### src/rtl/eeprom_rd_pkg.sv
package eeprom_rd_pkg;
  typedef enum logic [2:0] {
    ST_IDLE,
    ST_WR_ADDR,
    ST_RD_CMD,
    ST_WR_CLR,
    ST_WAIT,
    ST_POLL
  } rd_state_t;

  localparam int CMD_BIT   = 1;
  localparam int VALID_BIT = 0;
endpackage

### src/rtl/eeprom_rd_interval_timer.sv
// Counts us_tick pulses while run is high; expire marks the TICKS-th one.
module eeprom_rd_interval_timer #(
  parameter int TICKS = 10
) (
  input  logic clk,
  input  logic rst,
  input  logic run,
  input  logic tick,
  output logic expire
);
  localparam int CW = $clog2(TICKS + 1);
  logic [CW-1:0] cnt;

  assign expire = run && tick && (cnt == CW'(TICKS - 1));

  always_ff @(posedge clk) begin
    if (rst || !run) begin
      cnt <= '0;
    end else if (tick) begin
      if (cnt == CW'(TICKS - 1)) cnt <= '0;
      else                       cnt <= cnt + 1'b1;
    end
  end
endmodule

### src/rtl/eeprom_rd_poll_counter.sv
// Counts unanswered polls; last flags the final allowed one.
module eeprom_rd_poll_counter #(
  parameter int LIMIT = 500
) (
  input  logic clk,
  input  logic rst,
  input  logic clr,
  input  logic inc,
  output logic last
);
  localparam int CW = $clog2(LIMIT + 1);
  logic [CW-1:0] cnt;

  assign last = (cnt == CW'(LIMIT - 1));

  always_ff @(posedge clk) begin
    if (rst || clr) cnt <= '0;
    else if (inc)   cnt <= cnt + 1'b1;
  end
endmodule

### src/rtl/eeprom_rd_bus_master.sv
// Single-outstanding register master: latches an access on issue and
// holds it until the slave acknowledges.
module eeprom_rd_bus_master #(
  parameter int REG_W = 32
) (
  input  logic             clk,
  input  logic             rst,
  input  logic             issue,
  input  logic             issue_we,
  input  logic [REG_W-1:0] issue_wdata,
  output logic             reg_req,
  output logic             reg_we,
  output logic [REG_W-1:0] reg_wdata,
  input  logic             reg_ack,
  output logic             acc_done
);
  assign acc_done = reg_req && reg_ack;

  always_ff @(posedge clk) begin
    if (rst) begin
      reg_req   <= 1'b0;
      reg_we    <= 1'b0;
      reg_wdata <= '0;
    end else if (issue) begin
      reg_req   <= 1'b1;
      reg_we    <= issue_we;
      reg_wdata <= issue_wdata;
    end else if (acc_done) begin
      reg_req   <= 1'b0;
    end
  end
endmodule

### src/rtl/eeprom_word_reader.sv
module eeprom_word_reader
  import eeprom_rd_pkg::*;
#(
  parameter int REQ_AW        = 16,
  parameter int REG_W         = 32,
  parameter int DATA_W        = 16,
  parameter int IMAGE_BYTES   = 1024,
  parameter int POLL_US       = 10,
  parameter int TIMEOUT_POLLS = 500
) (
  input  logic              clk,
  input  logic              rst,
  input  logic              us_tick,
  input  logic              req_valid,
  input  logic [REQ_AW-1:0] req_addr,
  output logic              busy,
  output logic              rsp_done,
  output logic              rsp_error,
  output logic [DATA_W-1:0] rsp_data,
  output logic              reg_req,
  output logic              reg_we,
  output logic [REG_W-1:0]  reg_wdata,
  input  logic [REG_W-1:0]  reg_rdata,
  input  logic              reg_ack
);
  localparam logic [REG_W-1:0] CMD_MASK = REG_W'(1) << CMD_BIT;

  rd_state_t        state, nxt;
  logic             acc_done, expire, poll_last;
  logic             issue, issue_we;
  logic [REG_W-1:0] issue_wdata;
  logic             pc_clr, pc_inc;
  logic             reject, finish_ok, finish_err;
  logic             in_range;
  logic [REG_W-1:0] addr_word;

  assign in_range  = (32'(req_addr) < IMAGE_BYTES);
  assign addr_word = REG_W'(req_addr) << 1;

  eeprom_rd_bus_master #(.REG_W(REG_W)) u_bus (
    .clk(clk), .rst(rst),
    .issue(issue), .issue_we(issue_we), .issue_wdata(issue_wdata),
    .reg_req(reg_req), .reg_we(reg_we), .reg_wdata(reg_wdata),
    .reg_ack(reg_ack), .acc_done(acc_done)
  );

  eeprom_rd_interval_timer #(.TICKS(POLL_US)) u_timer (
    .clk(clk), .rst(rst), .run(state == ST_WAIT), .tick(us_tick),
    .expire(expire)
  );

  eeprom_rd_poll_counter #(.LIMIT(TIMEOUT_POLLS)) u_polls (
    .clk(clk), .rst(rst), .clr(pc_clr), .inc(pc_inc), .last(poll_last)
  );

  always_comb begin
    nxt         = state;
    issue       = 1'b0;
    issue_we    = 1'b0;
    issue_wdata = '0;
    pc_clr      = 1'b0;
    pc_inc      = 1'b0;
    reject      = 1'b0;
    finish_ok   = 1'b0;
    finish_err  = 1'b0;
    case (state)
      ST_IDLE: begin
        if (req_valid) begin
          if (in_range) begin
            nxt         = ST_WR_ADDR;
            issue       = 1'b1;
            issue_we    = 1'b1;
            issue_wdata = addr_word;
            pc_clr      = 1'b1;
          end else begin
            reject = 1'b1;
          end
        end
      end
      ST_WR_ADDR: begin
        if (acc_done) begin
          nxt   = ST_RD_CMD;
          issue = 1'b1;
        end
      end
      ST_RD_CMD: begin
        if (acc_done) begin
          nxt         = ST_WR_CLR;
          issue       = 1'b1;
          issue_we    = 1'b1;
          issue_wdata = reg_rdata & ~CMD_MASK;
        end
      end
      ST_WR_CLR: begin
        if (acc_done) nxt = ST_WAIT;
      end
      ST_WAIT: begin
        if (expire) begin
          nxt   = ST_POLL;
          issue = 1'b1;
        end
      end
      ST_POLL: begin
        if (acc_done) begin
          if (reg_rdata[VALID_BIT]) begin
            finish_ok = 1'b1;
            nxt       = ST_IDLE;
          end else if (poll_last) begin
            finish_err = 1'b1;
            nxt        = ST_IDLE;
          end else begin
            pc_inc = 1'b1;
            nxt    = ST_WAIT;
          end
        end
      end
      default: nxt = ST_IDLE;
    endcase
  end

  always_ff @(posedge clk) begin
    if (rst) begin
      state     <= ST_IDLE;
      busy      <= 1'b0;
      rsp_done  <= 1'b0;
      rsp_error <= 1'b0;
      rsp_data  <= '0;
    end else begin
      state     <= nxt;
      busy      <= (nxt != ST_IDLE);
      rsp_done  <= reject || finish_ok || finish_err;
      rsp_error <= reject || finish_err;
      if (finish_ok) rsp_data <= reg_rdata[REG_W-1 -: DATA_W];
    end
  end
endmodule

### config.mk
export PLATFORM = sky130hd
export DESIGN_NAME = eeprom_word_reader
export DESIGN_NICKNAME = d
export VERILOG_FILES = /design/src/rtl/eeprom_rd_pkg.sv /design/src/rtl/eeprom_rd_interval_timer.sv /design/src/rtl/eeprom_rd_poll_counter.sv /design/src/rtl/eeprom_rd_bus_master.sv /design/src/rtl/eeprom_word_reader.sv
export SDC_FILE = /design/constraint.sdc
export NUM_CORES = 1
export LEC_CHECK = 0
export ABC_AREA = 1
export BUFFER_PORTS_ARGS = -buffer_cell sky130_fd_sc_hd__buf_2
export CORE_MARGIN = 2
export CORE_UTILIZATION = 43
export CTS_CLUSTER_SIZE = 28
export DETAILED_ROUTE_END_ITERATION = 16
export GPL_TIMING_DRIVEN = 0
export PLACE_DENSITY = 0.66
export REMOVE_ABC_BUFFERS = 1
export SYNTH_ARGS = -nofsm -noshare
export SYNTH_HDL_FRONTEND = slang
export SYNTH_HIERARCHICAL = 1
export SYNTH_SLANG_ARGS = --single-unit
### constraint.sdc
create_clock -name clk -period 2.3 [get_ports clk]
set_input_delay 0.345 -clock clk [delete_from_list [all_inputs] [get_ports clk]]
set_output_delay 0.345 -clock clk [all_outputs]
set_load 0.02 [all_outputs]
# Word level (Yosys, flattened, before mapping)
# Cells that the tools add are included.
op_classes:
  magnitude_cmp: 1
  muxes: 38
  reduce_logical: 13
  n_eq_ne: 7
  addsub: 2
op_table:
  columns: ["cell", "count"]
  rows:
  - ["$pmux W32 S2", 1]
  - ["$mux W17", 2]
  - ["$mux W32", 1]
  - ["$mux W3", 9]
  - ["$mux W1", 21]
  - ["$pmux W3 S6", 1]
  - ["$lt A16 B11 Y1 const B", 1]
  - ["$add A9 B1 Y9 const B", 1]
  - ["$eq A9 B9 Y1 const B", 1]
  - ["$eq A3 B2 Y1 const B", 2]
  - ["$eq A3 B3 Y1 const B", 2]
  - ["$logic_or A1 B1 Y1", 5]
  - ["$add A4 B1 Y4 const B", 1]
  - ["$eq A4 B4 Y1 const B", 1]
  - ["$mux W4", 1]
  - ["$eq A3 B1 Y1 const B", 1]
  - ["$logic_and A1 B1 Y1", 3]
  - ["$logic_not A3 Y1", 1]
  - ["$pmux W1 S3", 1]
  - ["$reduce_bool A3 Y1", 1]
  - ["$pmux W1 S2", 1]
  - ["$reduce_bool A2 Y1", 1]
  - ["$reduce_or A2 Y1", 1]
  - ["$logic_not A1 Y1", 1]
word_totals:
  out_inout_bits: 53
  in_bits: 53
  wordCells: 71
  reg_bits: 69

# Logic depth before layout (Yosys ltp)
depth:
  word_depth: 6
  mapped_depth: 11
  mapped_depth_nobuf: 10

# By module
# The synthesis kept the hierarchy.
modules_own_cells:
  columns: ["mod", "seq_area_each_um2", "area_per_inst_um2", "n_inst", "cells_each"]
  rows:
  - ["eeprom_word_reader", 440.4, 1257.5, 1, 212]
  - ["eeprom_rd_bus_master", 680.7, 1188.6, 1, 149]
  - ["eeprom_rd_poll_counter", 180.2, 444.2, 1, 65]
  - ["eeprom_rd_interval_timer", 80.1, 196.4, 1, 30]

# Least setup slack after synthesis
# No wires, ideal clock.
synth_timing:
  path_type: "register -> register"
  startpoint: "register u_bus.reg_req"
  endpoint: "register u_polls.cnt[8]"
  setup_ns: 0.115
  t_required_ns: 2.185
  setup_slack_ns: 0.050
  period_less_slack_ns: 2.250
  path_buffers: 1
  arrival_ns: 2.135
  path_stages_with_launch: 11
  cell_sequence: "dfxtp_1 -> nand2_1 -> inv_1 -> buf_2 -> inv_1 -> nor4_1 -> nand3_1 -> nor2_1 -> nand3_1 -> nand2_1 -> nor2_1"
synth_between:
  elab_chain_cells: 3
synth_lines:
  columns: ["item", "line", "rtl"]
  rows:
  - ["start, declared", "eeprom_rd_bus_master.sv:11", "output logic reg_req,"]
  - ["start signal, assigned", "eeprom_rd_bus_master.sv:21", "reg_req <= 1'b0;"]
  - ["start signal, assigned", "eeprom_rd_bus_master.sv:25", "reg_req <= 1'b1;"]
  - ["start signal, assigned", "eeprom_rd_bus_master.sv:29", "reg_req <= 1'b0;"]
  - ["$logic_and A1 B1 Y1", "eeprom_rd_bus_master.sv:17", "assign acc_done = reg_req && reg_ack;"]
  - ["named net acc_done", "eeprom_word_reader.sv:29", "logic acc_done, expire, poll_last;"]
  - ["$mux W1", "eeprom_word_reader.sv:104", "if (acc_done) begin"]
  - ["$mux W1", "eeprom_word_reader.sv:66", "case (state)"]
  - ["named net pc_inc", "eeprom_word_reader.sv:32", "logic pc_clr, pc_inc;"]
  - ["end signal, assigned", "eeprom_rd_poll_counter.sv:18", "else if (inc) cnt <= cnt + 1'b1;"]
  - ["end, declared", "eeprom_rd_poll_counter.sv:12", "logic [CW-1:0] cnt;"]
# The timed path passes the listed nets, and every way through them passes these cells.
# A chain may end at the register's enable or synchronous reset.

# Final worst setup path
layout_timing:
  startpoint: "register state[2]"
  endpoint: "register u_bus.reg_wdata[19]"
layout_between:
  elab_chain_cells: 5
  elab_cells_between_ends: 10
  classes_between: "3 x eq/ne; 3 x mux; 4 x reduce/logical"
layout_lines:
  columns: ["item", "line", "rtl"]
  rows:
  - ["start, declared", "eeprom_word_reader.sv:28", "rd_state_t state, nxt;"]
  - ["start signal, assigned", "eeprom_word_reader.sv:129", "state <= nxt;"]
  - ["$eq A3 B3 Y1", "eeprom_word_reader.sv:48", ".clk(clk), .rst(rst), .run(state == ST_WAIT), .tick(us_tick),"]
  - ["$logic_and A1 B1 Y1 (2 in a row)", "eeprom_rd_interval_timer.sv:14", "assign expire = run && tick && (cnt == CW'(TICKS - 1));"]
  - ["named net expire", "eeprom_word_reader.sv:29", null]
  - ["$mux W1", "eeprom_word_reader.sv:98", "if (expire) begin"]
  - ["$pmux W1 S3", "eeprom_word_reader.sv:66", null]
  - ["named net issue", "eeprom_word_reader.sv:30", "logic issue, issue_we;"]
  - ["end signal, assigned", "eeprom_rd_bus_master.sv:27", "reg_wdata <= issue_wdata;"]
  - ["end, declared", "eeprom_rd_bus_master.sv:13", "output logic [REG_W-1:0] reg_wdata,"]
# The timed path passes the listed nets, and every way through them passes these cells.

==> out/results.tsv <==
stage	metric	value	unit
outcome	status	finished, final reports clean	
synthesis	Cell variety after synth	27	
floorplanning	io pins	106	
synthesis	cell accounting for the most synthesized area	dfxtp_1	
grt	number of antenna violations at the first check in global routing	0	
sta	Setup Skew	0.0114	ns
critical_path	R2R depth	9	
detailed_routing	DR iter-0 viols	193	
synthesis	post-synthesis cell count	456	
synthesis	most frequent cell after synthesis	nor2_1	
job	max-cap violations	0	
synthesis	mapped cell area	3090	sq um
power	Leak Pwr	0.00189	uW
sta	final number of hold-violating endpoints	0	
synthesis	Synth Warn #	6	
layout	ANT cells	0	
floorplanning	Core Rows	30	
clock_tree	H-tree Lvls	3	
power	Worst VDD drop	255	uV
critical_path	FF-to-FF End	u_bus/reg_wdata[19]	
worst_hold_path	Hold WC Path Type	in -> reg	
synthesis	top cells by area, synth	dfxtp_1 (45%), nor2_1 (18%), nand2_1 (9.7%)	
critical_path	Critical path origin	state[2]	
sta	RSZ-0062 raised after global routing	no	
synthesis	synth cell count leaders	nor2_1 (148), nand2_1 (80), dfxtp_1 (69)	
grt	grt total ovfl	0	
detailed_routing	post-DR wirelength/cell	11.8	um
worst_hold_path	hold path start	reg_rdata[16]	
clock_tree	Hold Buf Count CTS	0	
critical_path	crit path launch type	flip-flop	
place	Port Buf Inserts	104	
grt	vias in the first global route	2615	
sta	Final Cycle Share	0.915	
critical_path	Critical Setup Path Class	reg -> reg	
detailed_routing	via count	3057	
synthesis	Synth Flop Type	dfxtp_1	
synthesis	Seq cells post-synth	69	
critical_path	Most common cell on crit path	nor2_1	
floorplanning	Die Wd	88.7	um
clock_tree	Worst-path clk slew	0.08	ns
grt	largest net degree at the start of global routing	35	
synthesis	Synth top area share	0.448	
detailed_routing	DR vias/cell	4.67	
detailed_routing	WL final	7750	um
synthesis	number of flops mapped to enable cells by yosys	0	
sta	Slew Viols, Final	0	
place	Post-DP HPWL	5040	um
layout	layout cells sized above 1	0.250	
layout	Final Cell Area	3910	sq um
grt	Total GRT Usage	0.200	
critical_path	CP endpoint	u_bus/reg_wdata[19]	
synthesis	Post-Syn Area per Cell	6.77	sq um
critical_path	setup slack on the worst flop-to-flop path	0.20	ns
sta	Worst Tran Pin Value	0.885	ns
layout	Layout Utilization	0.570	
critical_path	Critical-path top delay cell	dfxtp_1	
layout	Area growth syn-to-layout	26.8	%
grt	first-pass GRT wire length	12200	um
sta	Setup violations, final	0	
critical_path	Largest stage delay, worst path	0.43	ns
clock_tree	TritonCTS Sinks	69	
detailed_routing	DRC	0	
synthesis	Synth async-reset ratio	0	
clock_tree	clock buffer depth	2	
clock_tree	worst skew pair latency	0.35	ns
power	Power Dens Cells	636	nW/um^2
layout	filler cell count	692	
critical_path	critical path data arrival time	2.34	ns
sta	max_slew headroom	0.409	
sta	post-layout min period	2.10	ns
critical_path	Setup crit end kind	flip-flop	
clock_tree	Root Buffer	clkbuf_8	
critical_path	CP Cell Sequence	inv_1, nor3_1, inv_1, nor2_1, nand3_1, nand3_4, clkinv_8, nor2_1, nor2_1	
floorplanning	Initial Util	0.449	
place	GPL Wtd Cong	0.813	
critical_path	WP data required	2.54	ns
detailed_routing	Pre-Repair DR Iteration Count	4	
floorplanning	die area	7870	sq um
layout	nets@finish	609	
clock_tree	CTS tree	done	
critical_path	Max Fanout on Critical Path	34	
detailed_routing	Detail Route Antenna Nets	0	
place	Post-DP Area	3590	sq um
clock_tree	CTS Buf Count	9	
floorplanning	Die Span Y	88.7	um
floorplanning	core area	6870	sq um
power	Pwr Total	2490	uW
critical_path	Critical R2R Launch	state[2]	
synthesis	Seq/Total Area, Yosys	0.448	
sta	fmax	475	MHz
-- layer usage --
metal | wire length [um] | track usage
met1 | 3660 | 0.271
met2 | 3410 | 0.311
met3 | 550 | 0.0373
met4 | 136 | 0.0868
met5 | 0 | 0
-- state kept, by name, summed over array words and instances (netlist names) --
register         count
u_bus/reg_wdata     32
rsp_data            16
u_polls/cnt          9
u_timer/cnt          4
state                3
busy                 1
rsp_done             1
rsp_error            1
u_bus/reg_req        1
u_bus/reg_we         1
-- critical path: cells and delay by family (launching register included) --
family / cells / cell delay, ns
AND/OR/NAND/NOR: 6 / 1.05
flip-flops: 1 / 0.43
buffers and inverters: 3 / 0.50
-- cell type report --
cell class,instances,area (sq um),share of cell area
Clock inverter,6,111,0.0285
Tap cell,96,120,0.0307
Timing Repair Buffer,107,543,0.139
Inverter,28,124,0.0316
Clock buffer,10,128,0.0326
Sequential cell,69,1380,0.353
Multi-Input combinational cell,338,1500,0.384
Timing Repair inverter,1,5.00,0.00128
-- repair_timing --
action / CTS / global route
setup endpoints to repair: 43 / 37
setup buffers: 0 / 3
cloned: 1 / 0
resized for setup: 9 / 2
pin swaps: 0 / 1
-- logic make-up (layout without fill, tap and decap cells) --
family                   after synthesis  after routing  share of synthesized area
buffers and inverters                 49            152                     0.0790
flip-flops                            69             69                      0.448
AND/OR/NAND/NOR                      261            261                      0.344
AO/OA/AOI/OAI                         75             75                      0.122
adder cells (fa/ha/maj)                2              2                    0.00811
-- per-stage QoR --
stage | cells | TNS (ns) | hold WS (ns) | setup WS (ns)
final | 655 | 0 | 0.257 | 0.196
after CTS | 652 | 0 | 0.254 | 0.0629
after global routing | 655 | 0 | 0.276 | 0.00215
after global placement | 635 | -59.17 | 0.456 | -1.56
after floorplan | 435 | -11.14 | 0.414 | -0.393
after detailed placement | 635 | -59.51 | 0.466 | -1.56
-- how the worst min path moves through the flow --
stage	to	slack, ns	depth (start not counted)
global route	rsp_data[2]	0.28	3
finish	rsp_data[0]	0.26	3
global placement	rsp_data[1]	0.46	2
CTS	rsp_data[15]	0.25	3
floorplan	state[2]	0.41	1
detailed placement	rsp_data[3]	0.47	2
-- report_power, final --
part           internal, uW  switching [uW]
combinational          46.8            61.9
clock                   720             456
sequential             1200            2.64
-- cell usage in the layout (no fill, tap or decap), types with 2 or more instances in the layout --
master      synthesis  final
nor2_1            148    148
buf_2               4    104
nand2_1            80     80
dfxtp_1            69     69
o21ai_0            58     58
inv_1              23     22
nand3_1            17     15
a21oi_1            10     10
clkbuf_8            0      9
o21ai_1             7      7
nand4_1             4      4
nand3_4             1      3
inv_2               4      3
bufinv_16           0      3
buf_4               2      3
clkinvlp_4          0      2
nand2_2             2      2
ha_1                2      2
nor2_2              2      2
No activity file was read; power rests on OpenSTA's default activity.
